File: src/rtl/stk_pkg.sv
// Shared types for the byte stack engine.
// Assumes: used by the sequencer and the pointer register only.
package stk_pkg;

    // Phase of the two-clock operation.
    typedef enum logic [1:0] {
        ST_IDLE    = 2'd0,
        ST_PUSH_WR = 2'd1,
        ST_POP_DEC = 2'd2
    } stk_state_e;

    // Action applied to the stack pointer at the next edge.
    typedef enum logic [1:0] {
        PTR_HOLD = 2'd0,
        PTR_INC  = 2'd1,
        PTR_DEC  = 2'd2,
        PTR_LOAD = 2'd3
    } stk_ptr_op_e;

endpackage

File: src/rtl/stk_ptr.sv
// Stack pointer register.
// Applies one of hold / increment / decrement / load per clock.
// Wraps modulo 2**AW with no error.
// Assumes: the sequencer supplies a single operation code per cycle.
module stk_ptr #(
    parameter int AW        = 8,
    parameter int RESET_VAL = 7
) (
    input  logic                   clk,
    input  logic                   rst_n,
    input  stk_pkg::stk_ptr_op_e   op,
    input  logic [AW-1:0]          load_val,
    output logic [AW-1:0]          ptr
);
    import stk_pkg::*;

    localparam logic [AW-1:0] ONE  = {{(AW-1){1'b0}}, 1'b1};
    localparam logic [AW-1:0] INIT = AW'(RESET_VAL);

    logic [AW-1:0] ptr_q;
    logic [AW-1:0] ptr_d;

    // Select the next pointer value from the requested operation.
    always_comb begin
        unique case (op)
            PTR_INC:  ptr_d = ptr_q + ONE;
            PTR_DEC:  ptr_d = ptr_q - ONE;
            PTR_LOAD: ptr_d = load_val;
            default:  ptr_d = ptr_q;
        endcase
    end

    // Register the pointer with synchronous active-low reset.
    always_ff @(posedge clk) begin
        if (!rst_n) ptr_q <= INIT;
        else        ptr_q <= ptr_d;
    end

    assign ptr = ptr_q;

endmodule

File: src/rtl/stk_ram.sv
// Synchronous single-clock data RAM, 2**AW words of DW bits.
// One write port and one read port with a registered read output.
// The read register holds its value until the next read and resets to zero.
// The array itself is not reset.
// Assumes: the write and read addresses are never both active in one cycle.
module stk_ram #(
    parameter int AW = 8,
    parameter int DW = 8
) (
    input  logic          clk,
    input  logic          rst_n,
    input  logic          we,
    input  logic [AW-1:0] waddr,
    input  logic [DW-1:0] wdata,
    input  logic          re,
    input  logic [AW-1:0] raddr,
    output logic [DW-1:0] rdata
);
    localparam int DEPTH = 1 << AW;

    logic [DW-1:0] mem [DEPTH];
    logic [DW-1:0] rdata_q;

    // Store a byte on a write strobe.
    always_ff @(posedge clk) begin
        if (we) mem[waddr] <= wdata;
    end

    // Capture the addressed byte on a read strobe; hold it otherwise.
    always_ff @(posedge clk) begin
        if (!rst_n)  rdata_q <= '0;
        else if (re) rdata_q <= mem[raddr];
    end

    assign rdata = rdata_q;

endmodule

File: src/rtl/stk_seq.sv
// Operation sequencer for the stack engine.
// - Push: pointer increment first, RAM write second.
// - Pop: RAM read first, pointer decrement second.
// - A pointer load overrides everything and cancels an operation in flight.
// - Push wins over pop when both are requested.
// Assumes: requests are only sampled in the idle phase.
module stk_seq #(
    parameter int DW = 8
) (
    input  logic                  clk,
    input  logic                  rst_n,
    input  logic                  push_req,
    input  logic [DW-1:0]         push_data,
    input  logic                  pop_req,
    input  logic                  sp_load,
    output stk_pkg::stk_ptr_op_e  ptr_op,
    output logic                  ram_we,
    output logic                  ram_re,
    output logic [DW-1:0]         wr_byte,
    output logic                  done,
    output logic                  idle
);
    import stk_pkg::*;

    stk_state_e    state_q, state_d;
    logic [DW-1:0] hold_q;
    logic          done_q;
    logic          take_push;

    assign idle      = (state_q == ST_IDLE);
    assign take_push = idle && push_req && !sp_load;

    // Decide the pointer action, RAM strobes and next phase.
    always_comb begin
        state_d = state_q;
        ptr_op  = PTR_HOLD;
        ram_we  = 1'b0;
        ram_re  = 1'b0;
        if (sp_load) begin
            ptr_op  = PTR_LOAD;
            state_d = ST_IDLE;
        end else begin
            unique case (state_q)
                ST_IDLE: begin
                    if (push_req) begin
                        ptr_op  = PTR_INC;
                        state_d = ST_PUSH_WR;
                    end else if (pop_req) begin
                        ram_re  = 1'b1;
                        state_d = ST_POP_DEC;
                    end
                end
                ST_PUSH_WR: begin
                    ram_we  = 1'b1;
                    state_d = ST_IDLE;
                end
                ST_POP_DEC: begin
                    ptr_op  = PTR_DEC;
                    state_d = ST_IDLE;
                end
                default: state_d = ST_IDLE;
            endcase
        end
    end

    // Advance the phase and raise the completion strobe.
    always_ff @(posedge clk) begin
        if (!rst_n) begin
            state_q <= ST_IDLE;
            done_q  <= 1'b0;
        end else begin
            state_q <= state_d;
            done_q  <= !sp_load && (state_q != ST_IDLE);
        end
    end

    // Hold the pushed byte until the write phase.
    always_ff @(posedge clk) begin
        if (!rst_n)         hold_q <= '0;
        else if (take_push) hold_q <= push_data;
    end

    assign wr_byte = hold_q;
    assign done    = done_q;

endmodule

File: src/rtl/byte_stack_engine.sv
// Top of the upward-growing byte stack engine.
// Ties the sequencer, the pointer register and the internal RAM together.
// Assumes: one operation at a time; the core waits for done before the next.
module byte_stack_engine #(
    parameter int AW        = 8,
    parameter int DW        = 8,
    parameter int RESET_SP  = 7
) (
    input  logic          clk,
    input  logic          rst_n,
    input  logic          push_req,
    input  logic [DW-1:0] push_data,
    input  logic          pop_req,
    input  logic          sp_load,
    input  logic [AW-1:0] sp_load_val,
    output logic [DW-1:0] pop_data,
    output logic [AW-1:0] sp,
    output logic          done
);
    import stk_pkg::*;

    stk_ptr_op_e   ptr_op;
    logic          ram_we;
    logic          ram_re;
    logic [DW-1:0] wr_byte;
    logic [AW-1:0] sp_cur;
    logic          seq_idle;

    stk_seq #(.DW(DW)) u_seq (
        .clk       (clk),
        .rst_n     (rst_n),
        .push_req  (push_req),
        .push_data (push_data),
        .pop_req   (pop_req),
        .sp_load   (sp_load),
        .ptr_op    (ptr_op),
        .ram_we    (ram_we),
        .ram_re    (ram_re),
        .wr_byte   (wr_byte),
        .done      (done),
        .idle      (seq_idle)
    );

    stk_ptr #(.AW(AW), .RESET_VAL(RESET_SP)) u_ptr (
        .clk      (clk),
        .rst_n    (rst_n),
        .op       (ptr_op),
        .load_val (sp_load_val),
        .ptr      (sp_cur)
    );

    stk_ram #(.AW(AW), .DW(DW)) u_ram (
        .clk   (clk),
        .rst_n (rst_n),
        .we    (ram_we),
        .waddr (sp_cur),
        .wdata (wr_byte),
        .re    (ram_re),
        .raddr (sp_cur),
        .rdata (pop_data)
    );

    assign sp = sp_cur;

endmodule

File: config.mk
export PLATFORM = sky130hd
export DESIGN_NAME = byte_stack_engine
export DESIGN_NICKNAME = d
export VERILOG_FILES = /design/src/rtl/stk_pkg.sv /design/src/rtl/stk_ptr.sv /design/src/rtl/stk_ram.sv /design/src/rtl/stk_seq.sv /design/src/rtl/byte_stack_engine.sv
export SDC_FILE = /design/constraint.sdc
export NUM_CORES = 2
export LEC_CHECK = 0
export ABC_AREA = 1
export BUFFER_PORTS_ARGS = -buffer_cell sky130_fd_sc_hd__buf_2
export CORE_ASPECT_RATIO = 1.1
export CORE_MARGIN = 2
export CORE_UTILIZATION = 49
export CTS_CLUSTER_SIZE = 10
export DETAILED_ROUTE_END_ITERATION = 10
export GPL_ROUTABILITY_DRIVEN = 0
export GPL_TIMING_DRIVEN = 0
export PLACE_DENSITY = 0.67
export SYNTH_ARGS = -nofsm -noshare
export SYNTH_HDL_FRONTEND = slang
export SYNTH_HIERARCHICAL = 1
export SYNTH_SLANG_ARGS = --single-unit
File: constraint.sdc
create_clock -name clk -period 4 [get_ports clk]
set_input_delay 1 -clock clk [delete_from_list [all_inputs] [get_ports clk]]
set_output_delay 1 -clock clk [all_outputs]
set_load 0.01 [all_outputs]
# [Yosys cells after proc, flatten, opt, wreduce, memory -nomap -nowiden]
# Memories as Yosys holds them, arrays and structs flattened. A register that Yosys moved wholly into a read port is not among the register bits.
# Cells that the tools add are included.
[totals] regBits=19 mem_bits_rw=2048 inputBits=21 output_inout_bits=17 wordCells=40 memories=1
[mem_list] name="u_ram.mem" depth=256 width=8 rd=1 rd_ports_with_merged_regs=1 wr=1 line_no="stk_ram.sv:21" source="logic [DW-1:0] mem [DEPTH];"
[classes] add_sub_neg=2 n_eq_ne=5 n_mux=14 bitwise_logic=2 n_reduce_logical=11
[ops] cell="one-hot mux 8 bit (3 select lines)" count=1
[ops] cell="2-to-1 mux 1 bit" count=11
[ops] cell="adder 8 x 1 -> 8 bit, second input constant" count=1
[ops] cell="subtractor 8 x 1 -> 8 bit, second input constant" count=1
[ops] cell="== test 2 bit, second input constant" count=3
[ops] cell="== test 2 x 1 -> 1 bit, second input constant" count=2
[ops] cell="one-hot mux 2 bit (2 select lines)" count=1
[ops] cell="nonzero test 2 bit" count=2
[ops] cell="OR reduction 4 bit" count=1
[ops] cell="logical AND 1 bit" count=3
[ops] cell="nonzero test 3 bit" count=1
[ops] cell="OR reduction 3 bit" count=1
[ops] cell="logical NOT 1 bit" count=2
[ops] cell="logical NOT 2 bit" count=1
[ops] cell="2-to-1 mux 2 bit" count=1
[ops] cell="inverter 1 bit" count=2

# [Depth between registers and ports, before layout]
[depth] depth_word=5 ltp_mapped=20 mapped_depth_nobuf=19

# [Modules after synthesis]
# Netlist, hierarchy kept.
[by_module_without_submodules] mod="stk_ram" n_inst=1 cells_each=7037 area_per_inst_um2=83483.8 seq_area_each_um2=61659.1
[by_module_without_submodules] mod="stk_ptr" n_inst=1 cells_each=131 area_per_inst_um2=743.2 seq_area_each_um2=160.2
[by_module_without_submodules] mod="stk_seq" n_inst=1 cells_each=90 area_per_inst_um2=599.3 seq_area_each_um2=220.2

# [Least setup slack after synthesis]
# Ideal clock, no wire load.
[synth_path] path_type="register -> register" startpoint="register u_seq.hold_q[0], in the netlist u_seq/wr_byte[0]" endpoint="memory u_ram.mem[0][0] (data pin)" setup_time_ns=0.856 arrival_time_ns=3.397 t_required_ns=3.144 setup_slack_ns=-0.253 path_stages_with_launch=1 path_buffers=0 synth_period_minus_slack_ns=4.253 path_cell_list="dfxtp_1"
[synth_lines] element="from (decl)" line_no="stk_seq.sv:26" source="logic [DW-1:0] hold_q;"
[synth_lines] element="from (signal assigned)" line_no="stk_seq.sv:80" source="else if (take_push) hold_q <= push_data;"
[synth_lines] element="to (decl)" line_no="stk_ram.sv:21"
# Straight into the memory's write port.

# [Worst setup path in the final report]
[layout_path] startpoint="input port sp_load" endpoint="memory u_ram.mem[91][1] (enable)"
[layout_via] elab_chain_cells=3
[layout_rtl] element="from (decl)" line_no="byte_stack_engine.sv:14" source="input logic sp_load,"
[layout_rtl] element="2-to-1 mux 1 bit" line_no="stk_seq.sv:39" source="if (sp_load) begin"
[layout_rtl] element="named net ram_we" line_no="byte_stack_engine.sv:23" source="logic ram_we;"
[layout_rtl] element="2-to-1 mux 1 bit" line_no="stk_ram.sv:26" source="if (we) mem[waddr] <= wdata;"
[layout_rtl] element="2-to-1 mux 1 bit (not written as such)" line_no="stk_ram.sv:26"
# The timed path passes the listed nets, and every way through them passes these cells.

==> results_dict.tcl <==
set metrics [dict create \
    drc_errors 0 \
    synth-edff-count 2048 \
    grt_pass1_wl_um 442000 \
    path_clk_slew_ns 0.06 \
    clock_skew_ns 0.0492 \
    critPathKind "primary input to flip-flop" \
    routed_wl_um 325000 \
    cpLargestDelayFamily "simple AND/OR/NAND/NOR gates" \
    syn_nets 7280 \
    cts.sinks 2075 \
    finalMaxSlewViolations 0 \
    worstPathRequired_ns 4.46 \
    area_growth_pct 12.3 \
    synth_area_um2 84800 \
    layout_common_cells "nand2_1, edfxtp_1, nand3_1" \
    syn_area_per_cell_um2 11.7 \
    root_buffer "clkbuf_16" \
    io_buffers 37 \
    fin_util 0.553 \
    max_slew_margin 0.0452 \
    worstSkewPairLatency_ns 0.89 \
    whs_ns 0.316 \
    fin_cells 9906 \
    synthFlopType "edfxtp_1" \
    grtUsageTotal 0.361 \
    cts-hold-fix-buffers 0 \
    endpoint_kind "flip-flop" \
    die_h_um 440 \
    synth_top_area_frac 0.725 \
    worstPathBufferInverterCount 5 \
    worstPathArrival_ns 4.81 \
    crit_slowest_cell "nor2_1" \
    hpwl_um 221000 \
    async_reset_ff_frac 0 \
    p_clk_frac 0.369 \
    antenna_found_initial 17 \
    final_common_cell "nand2_1" \
    fp.dieArea_um2 176000 \
    fillers 14087 \
    core_area_um2 172000 \
    synth_cells 7258 \
    p_leak_nw 33.8 \
    worstPathMaxFanout 10 \
    p_switching_mw 14.3 \
    r2r_setup_slack_ns -0.18 \
    synth_cell_types 35 \
    viasPerCell 6.51 \
    ys_seq_area_frac 0.731 \
    period_share 1.09 \
    grt.overflow.total 0 \
    vdd_drop_max_mv 0.453 \
    startpoint "sp_load" \
    placement_rows 160 \
    cp.depth 9 \
    critPathMaxStageDelay_ns 1.05 \
    hp-class "primary input to flip-flop" \
    synthTopCellsByArea "edfxtp_1, nand3_1, nand2_1" \
    rr_startpoint "u_ptr/ptr[3]" \
    cts_buffer_depth 3 \
    grt_pass1_vias 58836 \
    start_util 0.492 \
    grt_setup_unrepaired "yes" \
    fin_nets 7577 \
    endpoint "u_ram/mem[91][1]" \
    r2r_cells 11 \
    yosysWarnings 6 \
    crit_chain "buf_2 > inv_1 > buf_4 > nand2_1 > nor2_1 > clkbuf_1 > nand2_1 > clkbuf_2 > nor2_1" \
    p_int_mw 36.1 \
    ant_nets 0 \
    violations "negative setup slack" \
    startpoint_type "primary input" \
    drtPass1Iterations 9 \
    status "finished, violations left" \
    cts_tree "done" \
    setup_viol 506 \
    hold_viol 0 \
    power.density_nw_per_um2 529 \
    numCtsBuffers 228 \
    maxClockFrequency_mhz 230 \
    synth_top_area_cell "edfxtp_1" \
    wl_per_cell_um 32.8 \
    vias 64506 \
    tightestPinTransition_ns 1.43 \
    timing.rr.end "u_ram/rdata[5]" \
    grt_max_degree 85 \
    fin_ws_ns -0.348 \
    drv_cap 0 \
    drive_gt1_frac 0.104 \
    pin_count 38 \
    dp.cells 9591 \
    pwr-share-seq 0.480 \
    ys_ff_latch 2075 \
    netSwitchingFraction 0.284 \
    fin_crit_ns 4.35 \
    ctsHtreeMaxLevel 4 \
    drt_iter0_drc 12042 \
    p_comb_frac 0.150 \
    die_w_um 401 \
]
-- power by group through the flow --
stage	Combinational [mW]	Clock, mW	Sequential, mW
final	7.57	18.6	24.2
after global routing	7.55	19.5	24.2
after CTS	7.00	18.6	24.2
after detailed placement	6.97	0	24.7
after global placement	6.40	0	25.1
after floorplan	3.50	0	24.8
-- sequential cells by signal, summed over array words and instances (netlist names) --
name,cells
u_seq/state_q,2
u_ram/rdata,8
u_ptr/ptr,8
u_seq/done,1
u_seq/wr_byte,8
u_ram/mem,2048
-- worst register-to-register path, delay by kind of cell, from the launching register on --
kind          cells  cell delay [ns]
buf+inv           3             2.06
simple gates      8             1.37
flops             1             0.66
-- layout make-up --
cell class / instances / area (µm²) / area share
diodes: 9 / 22.5 / 0.000236
inverters: 97 / 367 / 0.00385
well taps: 2268 / 2840 / 0.0298
multi-input cells: 4594 / 20200 / 0.213
flip-flops and latches: 2075 / 62100 / 0.652
plain buffers: 492 / 2510 / 0.0263
clock buffers: 287 / 5970 / 0.0627
clock inverters: 17 / 305 / 0.00321
repair buffers: 67 / 918 / 0.00964
-- metrics by stage --
step,setup TNS (ns),worst slack (ns),cell area [µm²],power [mW]
global placement,-3169.63,-1.31,87900,31.5
floorplan,0,1.01,84800,28.3
CTS,-1.32,-0.0938,94900,49.8
global route,-13.25,-0.233,95200,51.2
finish,-53.13,-0.348,95200,50.4
detailed placement,-937.98,-1.14,88600,31.6
-- worst min path at each step --
stage                                start               end  slack (ns)  cells after the start
after CTS                          sp_load  u_seq/state_q[0]        0.28                      2
after global routing               sp_load  u_seq/state_q[0]        0.30                      2
after detailed placement  u_seq/state_q[1]  u_seq/state_q[1]        0.58                      2
after floorplan           u_seq/state_q[1]  u_seq/state_q[1]        0.49                      2
after global placement    u_seq/state_q[1]  u_seq/state_q[1]        0.51                      2
final                              sp_load  u_seq/state_q[0]        0.32                      2
-- Yosys cell counts, types with 2 or more instances --
cell         n
inv_2        6
buf_1       32
nor3_1       3
inv_1       90
o21ai_0      6
nand4_1      8
buf_2      290
edfxtp_1  2048
nor2_1     326
clkbuf_1   116
xor2_1       2
buf_6       16
buf_4       37
dfxtp_1     27
nand3_1   2040
nand2_2      4
nand2_1   2180
a21oi_1     10
-- routing by layer --
layer	share of wire	track usage
met1	0.32	0.432
met3	0.15	0.131
met4	0.097	0.282
met2	0.43	0.530
met5	0.0012	0.00729
-- kinds of logic after synthesis --
| family | after synthesis | share of synthesized area |
|---|---|---|
| buffers and inverters | 589 | 0.0335 |
| DFF | 2075 | 0.731 |
| xor gates and xnor gates | 2 | 0.000207 |
| AOI/OAI and AO/OA | 24 | 0.00171 |
| and+or+nand+nor | 4567 | 0.233 |
| adders and majority gates | 1 | 0.000147 |
-- timing repair --
| action | CTS | global route |
|---|---|---|
| setup buffers | 0 | 0 |
| setup endpoints to repair | 81 | 715 |
| endpoints found under the hold margin | 0 | 0 |
| resized for setup | 9 | 105 |
No activity file was read; power rests on OpenSTA's default activity.
